**src/rtl/lsu_pkg.sv**
```systemverilog
package lsu_pkg;

   localparam int DATA_W = 32;
   localparam int NLANE  = DATA_W / 8;
   localparam int OPC_W  = 7;

   localparam logic [OPC_W-1:0] OPC_LD_W   = 7'b0010001;
   localparam logic [OPC_W-1:0] OPC_LD_HS  = 7'b0010010;
   localparam logic [OPC_W-1:0] OPC_LD_HU  = 7'b0010011;
   localparam logic [OPC_W-1:0] OPC_LD_BS  = 7'b0010100;
   localparam logic [OPC_W-1:0] OPC_LD_BU  = 7'b0010101;
   localparam logic [OPC_W-1:0] OPC_ST_W   = 7'b0010110;
   localparam logic [OPC_W-1:0] OPC_ST_H   = 7'b0010111;
   localparam logic [OPC_W-1:0] OPC_ST_B   = 7'b0011000;
   localparam logic [OPC_W-1:0] OPC_PREF   = 7'b0011001;

   typedef enum logic [1:0] {
      ACC_NONE  = 2'd0,
      ACC_LOAD  = 2'd1,
      ACC_STORE = 2'd2,
      ACC_PREF  = 2'd3
   } acc_kind_t;

   typedef enum logic [1:0] {
      SZ_B = 2'd0,
      SZ_H = 2'd1,
      SZ_W = 2'd2
   } acc_size_t;

   typedef struct packed {
      acc_kind_t kind;
      acc_size_t size;
      logic      sgn;
   } acc_dec_t;

endpackage

```
**src/rtl/lsu_decode.sv**
```systemverilog
module lsu_decode
   import lsu_pkg::*;
(
   input  logic [OPC_W-1:0] op_code,
   output acc_dec_t         dec
);

   always_comb begin
      dec = '{kind: ACC_NONE, size: SZ_W, sgn: 1'b0};
      case (op_code)
         OPC_LD_W:  dec = '{kind: ACC_LOAD,  size: SZ_W, sgn: 1'b0};
         OPC_LD_HS: dec = '{kind: ACC_LOAD,  size: SZ_H, sgn: 1'b1};
         OPC_LD_HU: dec = '{kind: ACC_LOAD,  size: SZ_H, sgn: 1'b0};
         OPC_LD_BS: dec = '{kind: ACC_LOAD,  size: SZ_B, sgn: 1'b1};
         OPC_LD_BU: dec = '{kind: ACC_LOAD,  size: SZ_B, sgn: 1'b0};
         OPC_ST_W:  dec = '{kind: ACC_STORE, size: SZ_W, sgn: 1'b0};
         OPC_ST_H:  dec = '{kind: ACC_STORE, size: SZ_H, sgn: 1'b0};
         OPC_ST_B:  dec = '{kind: ACC_STORE, size: SZ_B, sgn: 1'b0};
         OPC_PREF:  dec = '{kind: ACC_PREF,  size: SZ_B, sgn: 1'b0};
         default:   dec = '{kind: ACC_NONE,  size: SZ_W, sgn: 1'b0};
      endcase
   end

endmodule

```
**src/rtl/lsu_agen.sv**
```systemverilog
module lsu_agen
   import lsu_pkg::*;
#(
   parameter int OFS_W  = 12,
   parameter int ADDR_W = 30
) (
   input  logic [DATA_W-1:0] base,
   input  logic [OFS_W-1:0]  offset,
   input  acc_size_t         size,
   output logic [DATA_W-1:0] ea,
   output logic [ADDR_W-1:0] word_addr,
   output logic              unaligned
);

   logic [DATA_W-1:0] ofs_x;

   generate
      if (OFS_W == DATA_W) begin : g_full_ofs
         assign ofs_x = offset;
      end else begin : g_ext_ofs
         assign ofs_x = {{(DATA_W-OFS_W){offset[OFS_W-1]}}, offset};
      end
   endgenerate

   assign ea        = base + ofs_x;
   assign word_addr = ea[ADDR_W+1:2];

   always_comb begin
      case (size)
         SZ_W:    unaligned = |ea[1:0];
         SZ_H:    unaligned = ea[0];
         default: unaligned = 1'b0;
      endcase
   end

endmodule

```
**src/rtl/lsu_store_steer.sv**
```systemverilog
module lsu_store_steer
   import lsu_pkg::*;
#(
   parameter bit BIG_ENDIAN = 1'b1
) (
   input  logic [DATA_W-1:0] src,
   input  logic [1:0]        lane,
   input  acc_size_t         size,
   output logic [NLANE-1:0]  be,
   output logic [DATA_W-1:0] wdata
);

   logic [1:0] phys;

   generate
      if (BIG_ENDIAN) begin : g_big
         assign phys = ~lane;
      end else begin : g_little
         assign phys = lane;
      end
   endgenerate

   always_comb begin
      case (size)
         SZ_W: begin
            be    = '1;
            wdata = src;
         end
         SZ_H: begin
            be    = 4'b0011 << {phys[1], 1'b0};
            wdata = {2{src[15:0]}};
         end
         default: begin
            be    = 4'b0001 << phys;
            wdata = {NLANE{src[7:0]}};
         end
      endcase
   end

endmodule

```
**src/rtl/lsu_load_extract.sv**
```systemverilog
module lsu_load_extract
   import lsu_pkg::*;
#(
   parameter bit BIG_ENDIAN = 1'b1
) (
   input  logic [DATA_W-1:0] word,
   input  logic [1:0]        lane,
   input  acc_size_t         size,
   input  logic              sgn,
   output logic [DATA_W-1:0] data
);

   logic [4:0]  b_sh;
   logic [4:0]  h_sh;
   logic [7:0]  b_val;
   logic [15:0] h_val;

   generate
      if (BIG_ENDIAN) begin : g_big
         assign b_sh = {~lane, 3'b000};
         assign h_sh = {~lane[1], 4'b0000};
      end else begin : g_little
         assign b_sh = {lane, 3'b000};
         assign h_sh = {lane[1], 4'b0000};
      end
   endgenerate

   assign b_val = 8'(word >> b_sh);
   assign h_val = 16'(word >> h_sh);

   always_comb begin
      case (size)
         SZ_W:    data = word;
         SZ_H:    data = {{16{sgn & h_val[15]}}, h_val};
         default: data = {{24{sgn & b_val[7]}}, b_val};
      endcase
   end

endmodule

```
**src/rtl/lsu_align.sv**
```systemverilog
module lsu_align
   import lsu_pkg::*;
#(
   parameter int OFS_W      = 12,
   parameter int ADDR_W     = 30,
   parameter bit BIG_ENDIAN = 1'b1
) (
   input  logic              clk,
   input  logic              rst_n,
   input  logic              op_valid,
   input  logic [6:0]        op_code,
   input  logic [31:0]       base,
   input  logic [OFS_W-1:0]  offset,
   input  logic [31:0]       st_data,
   input  logic [31:0]       mem_rdata,
   output logic              mem_req,
   output logic              mem_we,
   output logic [ADDR_W-1:0] mem_addr,
   output logic [3:0]        byte_en,
   output logic [31:0]       mem_wdata,
   output logic              misalign,
   output logic              ld_valid,
   output logic [31:0]       ld_data
);

   generate
      if (OFS_W < 1 || OFS_W > DATA_W) begin : g_bad_ofs
         $error("lsu_align: OFS_W must lie in 1..32");
      end
      if (ADDR_W < 1 || ADDR_W > DATA_W - 2) begin : g_bad_addr
         $error("lsu_align: ADDR_W must lie in 1..30");
      end
   endgenerate

   acc_dec_t          dec;
   logic [DATA_W-1:0] ea;
   logic              unaligned;
   logic [NLANE-1:0]  st_be;
   logic [DATA_W-1:0] ext_data;
   logic              acc_go;
   logic              size_checked;

   logic              ld_pend;
   acc_size_t         ld_size;
   logic              ld_sgn;
   logic [1:0]        ld_lane;

   lsu_decode u_dec (
      .op_code (op_code),
      .dec     (dec)
   );

   lsu_agen #(.OFS_W(OFS_W), .ADDR_W(ADDR_W)) u_agen (
      .base      (base),
      .offset    (offset),
      .size      (dec.size),
      .ea        (ea),
      .word_addr (mem_addr),
      .unaligned (unaligned)
   );

   lsu_store_steer #(.BIG_ENDIAN(BIG_ENDIAN)) u_steer (
      .src   (st_data),
      .lane  (ea[1:0]),
      .size  (dec.size),
      .be    (st_be),
      .wdata (mem_wdata)
   );

   // Request side: same cycle as the operation.
   assign acc_go       = op_valid && (dec.kind != ACC_NONE);
   assign size_checked = (dec.kind == ACC_LOAD) || (dec.kind == ACC_STORE);
   assign misalign     = acc_go && size_checked && unaligned;
   assign mem_req      = acc_go && !misalign;
   assign mem_we       = mem_req && (dec.kind == ACC_STORE);
   assign byte_en      = mem_we ? st_be : '0;

   // Load context travels one cycle alongside the synchronous read.
   always_ff @(posedge clk) begin
      if (!rst_n) begin
         ld_pend <= 1'b0;
         ld_size <= SZ_W;
         ld_sgn  <= 1'b0;
         ld_lane <= 2'b00;
      end else begin
         ld_pend <= mem_req && (dec.kind == ACC_LOAD);
         if (mem_req && (dec.kind == ACC_LOAD)) begin
            ld_size <= dec.size;
            ld_sgn  <= dec.sgn;
            ld_lane <= ea[1:0];
         end
      end
   end

   lsu_load_extract #(.BIG_ENDIAN(BIG_ENDIAN)) u_ext (
      .word (mem_rdata),
      .lane (ld_lane),
      .size (ld_size),
      .sgn  (ld_sgn),
      .data (ext_data)
   );

   assign ld_valid = ld_pend;
   assign ld_data  = ld_pend ? ext_data : '0;

endmodule

```
**config.mk**
```make
export PLATFORM = sky130hd
export DESIGN_NAME = lsu_align
export DESIGN_NICKNAME = d
export VERILOG_FILES = /design/src/rtl/lsu_pkg.sv /design/src/rtl/lsu_decode.sv /design/src/rtl/lsu_agen.sv /design/src/rtl/lsu_store_steer.sv /design/src/rtl/lsu_load_extract.sv /design/src/rtl/lsu_align.sv
export SDC_FILE = /design/constraint.sdc
export NUM_CORES = 1
export LEC_CHECK = 0
export ABC_AREA = 1
export BUFFER_PORTS_ARGS = -buffer_cell sky130_fd_sc_hd__buf_4
export CAP_MARGIN = 20
export CORE_MARGIN = 3
export CORE_UTILIZATION = 30
export DETAILED_ROUTE_END_ITERATION = 10
export HOLD_SLACK_MARGIN = 0.15
export PLACE_DENSITY = 0.63
export SYNTH_ARGS = -nofsm -noshare
export SYNTH_HDL_FRONTEND = slang
export SYNTH_SLANG_ARGS = --single-unit
```
**constraint.sdc**
```tcl
create_clock -name clk -period 4.39 [get_ports clk]
set_input_delay 0.439 -clock clk [delete_from_list [all_inputs] [get_ports clk]]
set_output_delay 0.439 -clock clk [all_outputs]
set_load 0.05 [all_outputs]
```
# Yosys cells after proc, flatten, opt, wreduce, memory -nomap -nowiden
# Memory sizes are Yosys's and may differ from the RTL's.
# Cells that the tools add are included.
# classes
bitwise,5
addsub,1
reduce_logical,11
n_eq_ne,6
muxes,7
shift,4
# op_table
cell,n
32-bit case mux with 2 select lines,2
32-bit adder,1
32-bit two-way mux,1
32-bit by 5-bit right shift with 16-bit output,1
32-bit by 5-bit right shift with 8-bit output,1
4-bit case mux with 2 select lines,1
"2-bit by 1-bit equality test with 1-bit output, second input constant",3
"2-bit equality test, second input constant",3
1-bit logical AND,6
5-bit two-way mux,1
4-bit two-way mux,1
2-bit inverter,2
"1-bit by 2-bit left shift with 4-bit output, first input constant",1
"2-bit by 2-bit left shift with 4-bit output, first input constant",1
1-bit AND,2
2-bit zero test,1
1-bit case mux with 2 select lines,1
2-bit nonzero test,1
2-bit OR reduction,1
1-bit zero test,1
1-bit logical OR,1
1-bit inverter,1
# word_totals
reg_bits,6
wordCells,39
memories,1
inputBits,118
rom_bits,160
output_inout_bits,102
# mem_list
name,depth,width,read_ports,rd_clocked_by_memory_dff,wr,line_no,source
(name not given),32,5,1,0,0,lsu_decode.sv:10,case (op_code)

# Depth between registers and ports, before layout
# Gate-level depths: netlist of the first run.
# depth
word_depth,10
mapped_depth,16
depth_no_buf,16

# By module
# A second synthesis of the first run with hierarchy kept.
# hier_totals
cells_unflattened,1004
hier_area_um2,5007.3
# by_module_without_submodules
module,area_per_inst_um2,seq_area_each_um2,cells_per_inst,instances
lsu_agen,2656.3,0.0,531,1
lsu_load_extract,979.7,0.0,199,1
lsu_align,665.6,120.1,129,1
lsu_store_steer,578.1,0.0,114,1
lsu_decode,127.6,0.0,31,1

# Least setup slack after synthesis of the first run
# No wires, ideal clock.
# synth_timing
path_kind,input -> output
from,in op_code[1]
to,out byte_en[0]
n_path_buf,1
path_slack_ns,0.707
arrival_ns,3.244
path_stages,15
t_required_ns,3.951
cell_sequence,nor2_1 > inv_2 > a21oi_4 > inv_1 > or2_1 > ha_1 > buf_2 > inv_1 > nand3_2 > nand2_1 > inv_1 > nand2_1 > inv_1 > nand2_1 > nor2_1
# synth_lines
item,line_no,source
start: declaration,lsu_align.sv:11,"input logic [6:0] op_code,"
end: declaration,lsu_align.sv:19,"output logic [3:0] byte_en,"

==> load_flow_metrics.sql, run 1 <==
INSERT INTO impl_metrics (metric_group, metric, value, unit) VALUES
('outcome', 'outcome', 'complete, no violations', ''),
('sta', 'final_min_period_over_clock_period', '0.7811', ''),
('pwr', 'vdd.ir_drop.worst', '0.1213', 'mV'),
('placement', 'postPlaceCellArea', '5787', 'um2'),
('setup_path', 'crit_path_end_kind', 'output pin', ''),
('logic_synthesis', 'ys_ff_latch', '6', ''),
('clock_network', 'clock-root-buffer', 'clkbuf_16', ''),
('placement', 'gp_congestion', '0.9084', ''),
('sta', 'timing.final.hold_violations', '0', ''),
('setup_path', 'critPathArrivalTime', '2.99', 'ns'),
('logic_synthesis', 'synth-xor-area-share', '0.03262', ''),
('clock_network', 'clock_sinks', '6', ''),
('clock_network', 'worst_setup_hold_path_clk_slew', '0.03', 'ns'),
('run', 'cap_viol_max_count', '0', ''),
('setup_path', 'critPathRequiredTime', '3.95', 'ns'),
('logic_synthesis', 'synthCells', '847', ''),
('logic_synthesis', 'synthesis.yosys.warnings', '0', ''),
('drt', 'drt-wirelength-per-cell', '13.01', 'um'),
('layout', 'num_antenna_cells', '0', ''),
('worst_hold_path', 'min_delay_worst_endpoint', 'ld_lane[0]', ''),
('layout', 'multiInputGateArea', '3216', 'um2'),
('layout', 'drive_gt1_frac', '0.2456', ''),
('logic_synthesis', 'synthArstFlopShare', '0', ''),
('logic_synthesis', 'portion_of_netlist_area_occupied_by_mux_cells', '0', ''),
('logic_synthesis', 'post_synthesis_share_of_cell_area_spent_on_full_adders_half_adders_and_majority_gates', '0.1154', ''),
('logic_synthesis', 'avgSynthCellArea', '5.071', 'um2'),
('sta', 'max-slew-margin-rel', '0.5522', ''),
('logic_synthesis', 'synth.net_count', '1004', ''),
('sta', 'fin_crit', '3.429', 'ns'),
('pwr', 'power.sequential.fraction', '0.049', ''),
('sta', 'finalSetupTns', '0', 'ns'),
('setup_path', 'cpPeakStageDelay', '0.34', 'ns'),
('grt', 'pin_count_of_the_biggest_net_entering_global_routing', '27', ''),
('layout', 'syn2layout_area_growth', '36.47', '%'),
('floorplanning', 'num_rows', '43', ''),
('pwr', 'switching_power', '0.6416', 'mW'),
('setup_path', 'critical_path.max_fanout', '18', ''),
('setup_path', 'worst_r2r_startpoint', 'ld_lane[1]', ''),
('pwr', 'internal_power', '0.4770', 'mW'),
('sta', 'maxSlewViolCount', '0', ''),
('layout', 'fillers', '1569', ''),
('layout', 'mostFrequentLayoutCells', 'nand2_1, buf_4, inv_1, a21oi_1, nor2_1', ''),
('pwr', 'switching_share', '0.5736', ''),
('layout', 'final-seq-area', '120.1', 'um2'),
('drt', 'detailedRoute.firstPassIterationCount', '5', ''),
('pwr', 'p_clk_frac', '0.132', ''),
('placement', 'dpl_wire_length', '13460', 'um'),
('setup_path', 'crit_path_frequent_cell', 'buf_4', ''),
('clock_network', 'cts_tree', 'done', ''),
('logic_synthesis', 'synth-main-ff-cell', 'dfxtp_1', ''),
('drt', 'dr_total_vias', '5568', ''),
('sta', 'finalSetupViolCount', '0', ''),
('logic_synthesis', 'mappedNetlistArea', '4295', 'um2'),
('setup_path', 'r2r_setup_slack', '3.50', 'ns'),
('floorplanning', 'die_w', '125.7', 'um'),
('sta', 'worst_pin_slew', '0.6717', 'ns'),
('logic_synthesis', 'compound_gate_fraction_of_synth_area', '0.1692', ''),
('layout', 'number_of_nets_in_the_final_layout', '1173', ''),
('clock_network', 'postCtsSetupRepairBufs', '0', ''),
('drt', 'vias_per_cell', '4.663', ''),
('logic_synthesis', 'seq_area_frac_synth', '0.02796', ''),
('pwr', 'power_density', '190.8', 'nW/um2'),
('floorplanning', 'design.core.area', '13930', 'um2'),
('logic_synthesis', 'netlist_cell_types', '37', ''),
('setup_path', 'cp_cell_sequence', 'buf_4, nor2_1, inv_2, a21oi_4, inv_1, or2_1, ha_1, buf_4, inv_1, buf_4, nand2_1, o21ai_0, buf_4', ''),
('logic_synthesis', 'synthSimpleGateAreaFrac', '0.4314', ''),
('drt', 'ant_nets', '0', ''),
('floorplanning', 'die-height', '125.7', 'um'),
('clock_network', 'post_cts_resized', '0', ''),
('clock_network', 'cts_hold_repair_buffers', '0', ''),
('layout', 'design_area', '5862', 'um2');
area by class of cell:
class / count / area share
well taps: 180 / 0.03842
clock buffers: 3 / 0.01281
flip-flops and latches: 6 / 0.02049
inverters: 143 / 0.09285
multi-input cells: 638 / 0.5486
repair buffers: 224 / 0.2869
synthesized netlist by cell type (3+ instances only):
cell type	n	area, um2
nand3_2	3	30.03
a221oi_1	10	87.58
buf_4	39	292.8
nor3_1	5	25.02
a31oi_1	3	18.77
buf_6	4	45.04
a21oi_1	69	345.3
nand2_2	10	62.56
nand2_1	322	1209
o21ai_0	25	125.1
xor2_1	14	122.6
ha_1	38	475.5
inv_1	139	521.8
o211ai_1	8	60.06
nand4_1	3	18.77
buf_2	11	55.05
clkbuf_1	5	18.77
dfxtp_1	6	120.1
nor2_1	67	251.5
nand3_1	44	220.2
per-layer routing:
layer  vias up  global-route usage  routed length, um
li1       2954                   -                  -
met1      2416              0.2498               6935
met2       178              0.3291               7431
met3        20             0.01781                939
met4         0             0.03635                231
met5         -                   0                  0
sequential cells by signal, summed over array words and instances, names as in the netlist:
name	flops
ld_lane	2
ld_size	2
ld_sgn	1
ld_valid	1
worst max-delay path: cells and delay by family:
family                   cells  cell delay (ns)
adder cells (fa/ha/maj)      1             0.28
AO/OA/AOI/OAI                2             0.39
AND/OR/NAND/NOR              3             0.56
buffers and inverters        7             1.32
power by group through the flow:
stage	registers [mW]	clock network [mW]	logic (mW)
2_1_floorplan	0.0559	0	0.694
3_3_place_gp	0.0559	0	0.918
3_5_place_dp	0.0559	0	0.920
4_1_cts	0.0551	0.149	0.923
5_1_grt	0.0551	0.151	0.995
6_report	0.0551	0.148	0.916
cell families after synthesis:
family                     after synthesis
and+or+nand+nor                        459
adders and majority gates               39
xor gates and xnor gates                16
DFF                                      6
AOI/OAI and AO/OA                      124
buffers and inverters                  203
through the flow:
step | power (mW) | setup slack [ns] | std cells | hold WS [ns] | util
2_1_floorplan | 0.7495 | 0.7067 | 847 | 0.4533 | -
3_3_place_gp | 0.9736 | 1.055 | 1191 | 0.4833 | 0.4153
3_5_place_dp | 0.9757 | 1.030 | 1191 | 0.4821 | 0.4153
4_1_cts | 1.127 | 1.014 | 1194 | 0.4837 | 0.4207
5_1_grt | 1.201 | 0.7643 | 1194 | 0.5000 | 0.4207
6_report | 1.119 | 0.9609 | 1194 | 0.4848 | 0.4207
worst max path at each step:
stage / start / end / slack (ns)
after floorplan: op_code[1] / byte_en[0] / 0.71
after global placement: op_code[1] / mem_wdata[10] / 1.06
after detailed placement: op_code[1] / mem_wdata[12] / 1.03
after CTS: op_code[1] / mem_wdata[12] / 1.01
after global routing: op_code[1] / mem_wdata[12] / 0.76
final: op_code[1] / mem_wdata[12] / 0.96
(Power assumes the default switching activity.)
==> inputs of run 2 (changes only) <==
==> constraint.sdc (replaced) <==
create_clock -name clk -period 3.2 [get_ports clk]
set_input_delay 0.32 -clock clk [delete_from_list [all_inputs] [get_ports clk]]
set_output_delay 0.32 -clock clk [all_outputs]
set_load 0.05 [all_outputs]
==> load_flow_metrics.sql, run 2 (synthesis gave the netlist of run 1 again) <==
INSERT INTO impl_metrics (metric_group, metric, value, unit) VALUES
('outcome', 'outcome', 'complete, no violations', ''),
('drt', 'drt_drc_violations_left', '0', ''),
('layout', 'num_antenna_cells', '0', ''),
('clock_network', 'clock_sinks', '6', ''),
('pwr', 'leakagePower', '3.658', 'nW'),
('floorplanning', 'design.core.area', '13930', 'um2'),
('drt', 'highest-signal-layer', 'met4', ''),
('sta', 'worst_pin_slew', '0.6460', 'ns'),
('clock_network', 'htreeDepth', '1', ''),
('setup_path', 'timing_worst_setup_path_type', 'input port to output pin', ''),
('placement', 'postPlaceCellArea', '5812', 'um2'),
('setup_path', 'critical_path.max_fanout', '28', ''),
('sta', 'finalSetupViolCount', '0', ''),
('clock_network', 'worst_setup_hold_path_clk_slew', '0.03', 'ns'),
('setup_path', 'cpPeakStageDelay', '0.30', 'ns'),
('drt', 'vias_per_cell', '4.672', ''),
('layout', 'mostFrequentLayoutCells', 'nand2_1, buf_4, inv_1, a21oi_1, nor2_1', ''),
('placement', 'numPortBuffers', '219', ''),
('floorplanning', 'die-area', '15790', 'um2'),
('floorplanning', 'num_rows', '43', ''),
('drt', 'met1Wirelength', '6957', 'um'),
('clock_network', 'cts_tree', 'done', ''),
('setup_path', 'critical-path-slowest-cell', 'ha_1', ''),
('clock_network', 'cts_hold_repair_buffers', '0', ''),
('sta', 'worst_clk_skew', '0', 'ns'),
('placement', 'gp_congestion', '0.8791', ''),
('drt', 'drt-wirelength-per-cell', '13.14', 'um'),
('grt', 'grt_remaining_overflow', '0', ''),
('clock_network', 'post_cts_resized', '0', ''),
('grt', 'antenna_violations_before_repair', '0', ''),
('layout', 'fillers', '1555', ''),
('placement', 'dpl_wire_length', '13560', 'um'),
('drt', 'first_iter_violations', '282', ''),
('layout', 'mostFrequentLayoutCell', 'nand2_1', ''),
('sta', 'final_min_period_over_clock_period', '0.8660', ''),
('drt', 'met2WireLength', '7229', 'um'),
('layout', 'syn2layout_area_growth', '37.05', '%'),
('floorplanning', 'die_w', '125.7', 'um'),
('sta', 'timing.final.hold_violations', '0', ''),
('sta', 'rsz0062_at_grt', 'false', ''),
('clock_network', 'numCtsBuffers', '3', ''),
('run', 'cap_viol_max_count', '0', ''),
('layout', 'largest_registers_in_the_final_layout', 'ld_lane x2, ld_size x2', ''),
('setup_path', 'critPathRequiredTime', '2.88', 'ns'),
('clock_network', 'max_clock_buf_depth', '2', ''),
('setup_path', 'cp_cell_sequence', 'buf_4, nor2_1, inv_2, a21oi_4, inv_1, or2_1, ha_1, inv_1, buf_4, nand2_1, o21ai_0, buf_4', ''),
('layout', 'drive_gt1_frac', '0.2510', ''),
('layout', 'final_core_util', '0.4225', ''),
('drt', 'wl_met3', '1140', 'um'),
('sta', 'maxSlewViolCount', '0', ''),
('sta', 'achievable-frequency', '360.9', 'MHz'),
('drt', 'drt_wl_total', '15710', 'um'),
('drt', 'detailedRoute.firstPassIterationCount', '4', ''),
('floorplanning', 'initial_utilization', '0.3083', ''),
('pwr', 'power_density', '261.3', 'nW/um2'),
('pwr', 'vdd.ir_drop.worst', '0.1661', 'mV'),
('clock_network', 'postCtsSetupRepairBufs', '0', ''),
('setup_path', 'crit_path_frequent_cell', 'buf_4', ''),
('grt', 'pin_count_of_the_biggest_net_entering_global_routing', '29', ''),
('sta', 'max-slew-margin-rel', '0.5673', ''),
('floorplanning', 'die-height', '125.7', 'um'),
('grt', 'grt_first_pass_wirelength', '25070', 'um'),
('worst_hold_path', 'worst_hold_path_type', 'input port to flop', ''),
('setup_path', 'critPathArrivalTime', '2.45', 'ns'),
('layout', 'design_area', '5887', 'um2'),
('grt', 'globalRouteTotalUtil', '0.1884', ''),
('layout', 'number_of_nets_in_the_final_layout', '1175', ''),
('setup_path', 'crit_path_end_kind', 'output pin', ''),
('floorplanning', 'pin_count', '220', ''),
('setup_path', 'timing.critical_path.from_type', 'input port', ''),
('clock_network', 'clock-root-buffer', 'clkbuf_16', ''),
('grt', 'first_global_vias', '5055', ''),
('sta', 'fin_crit', '2.771', 'ns'),
('clock_network', 'clock_insertion_delay_worst_skew', '0.23', 'ns'),
('drt', 'dr_total_vias', '5588', ''),
('drt', 'ant_nets', '0', '');
==> run 2: through the flow <==
step / TNS (ns) / hold slack (ns) / power (mW) / std cells / setup slack, ns
after floorplan: -0.2704 / 0.4533 / 1.029 / 847 / -0.06761
after global placement: 0 / 0.4803 / 1.340 / 1193 / 0.4879
after detailed placement: 0 / 0.4848 / 1.342 / 1193 / 0.4351
after CTS: 0 / 0.3643 / 1.552 / 1196 / 0.4309
after global routing: 0 / 0.3906 / 1.662 / 1196 / 0.2247
final: 0 / 0.3672 / 1.538 / 1196 / 0.4289
==> run 2: final cells by class <==
cell class                      instances  area, um2  share of cell area
Tap cell                              180      225.2             0.03826
Sequential cell                         6      120.1             0.02040
Timing Repair Buffer                  226       1697              0.2882
Inverter                              143      544.3             0.09245
Clock buffer                            3      75.07             0.01275
Multi-Input combinational cell        638       3226              0.5479
==> run 2: power by group <==
part           leakage (nW)  switching, mW  total (mW)  internal [mW]
clock                0.0370         0.0416       0.202          0.160
combinational          3.57          0.841        1.26          0.420
sequential           0.0484       0.000263      0.0758         0.0755
total                  3.66          0.883        1.54          0.655
==> run 2: critical path: cells and delay by family <==
family	cells	cell delay, ns
AO/OA/AOI/OAI	2	0.38
buffers and inverters	6	0.88
adder cells (fa/ha/maj)	1	0.30
AND/OR/NAND/NOR	3	0.58
==> run 2: metal layers <==
layer  GRT usage  up-vias
li1            -     2949
met1      0.2542     2410
met2      0.3175      204
met3     0.02205       25
met4     0.05293        0
met5           0        -
==> run 2: path summary, 6_finish.rpt <==
kind	start	endpoint	slack, ns	cells after the start
worst max register to register	ld_lane[1]	ld_lane[1]	2.35	2
worst max-delay path	op_code[1]	mem_wdata[12]	0.43	12
worst min-delay path	rst_n	ld_lane[1]	0.37	3
worst min register to register	ld_size[0]	ld_size[0]	0.49	2
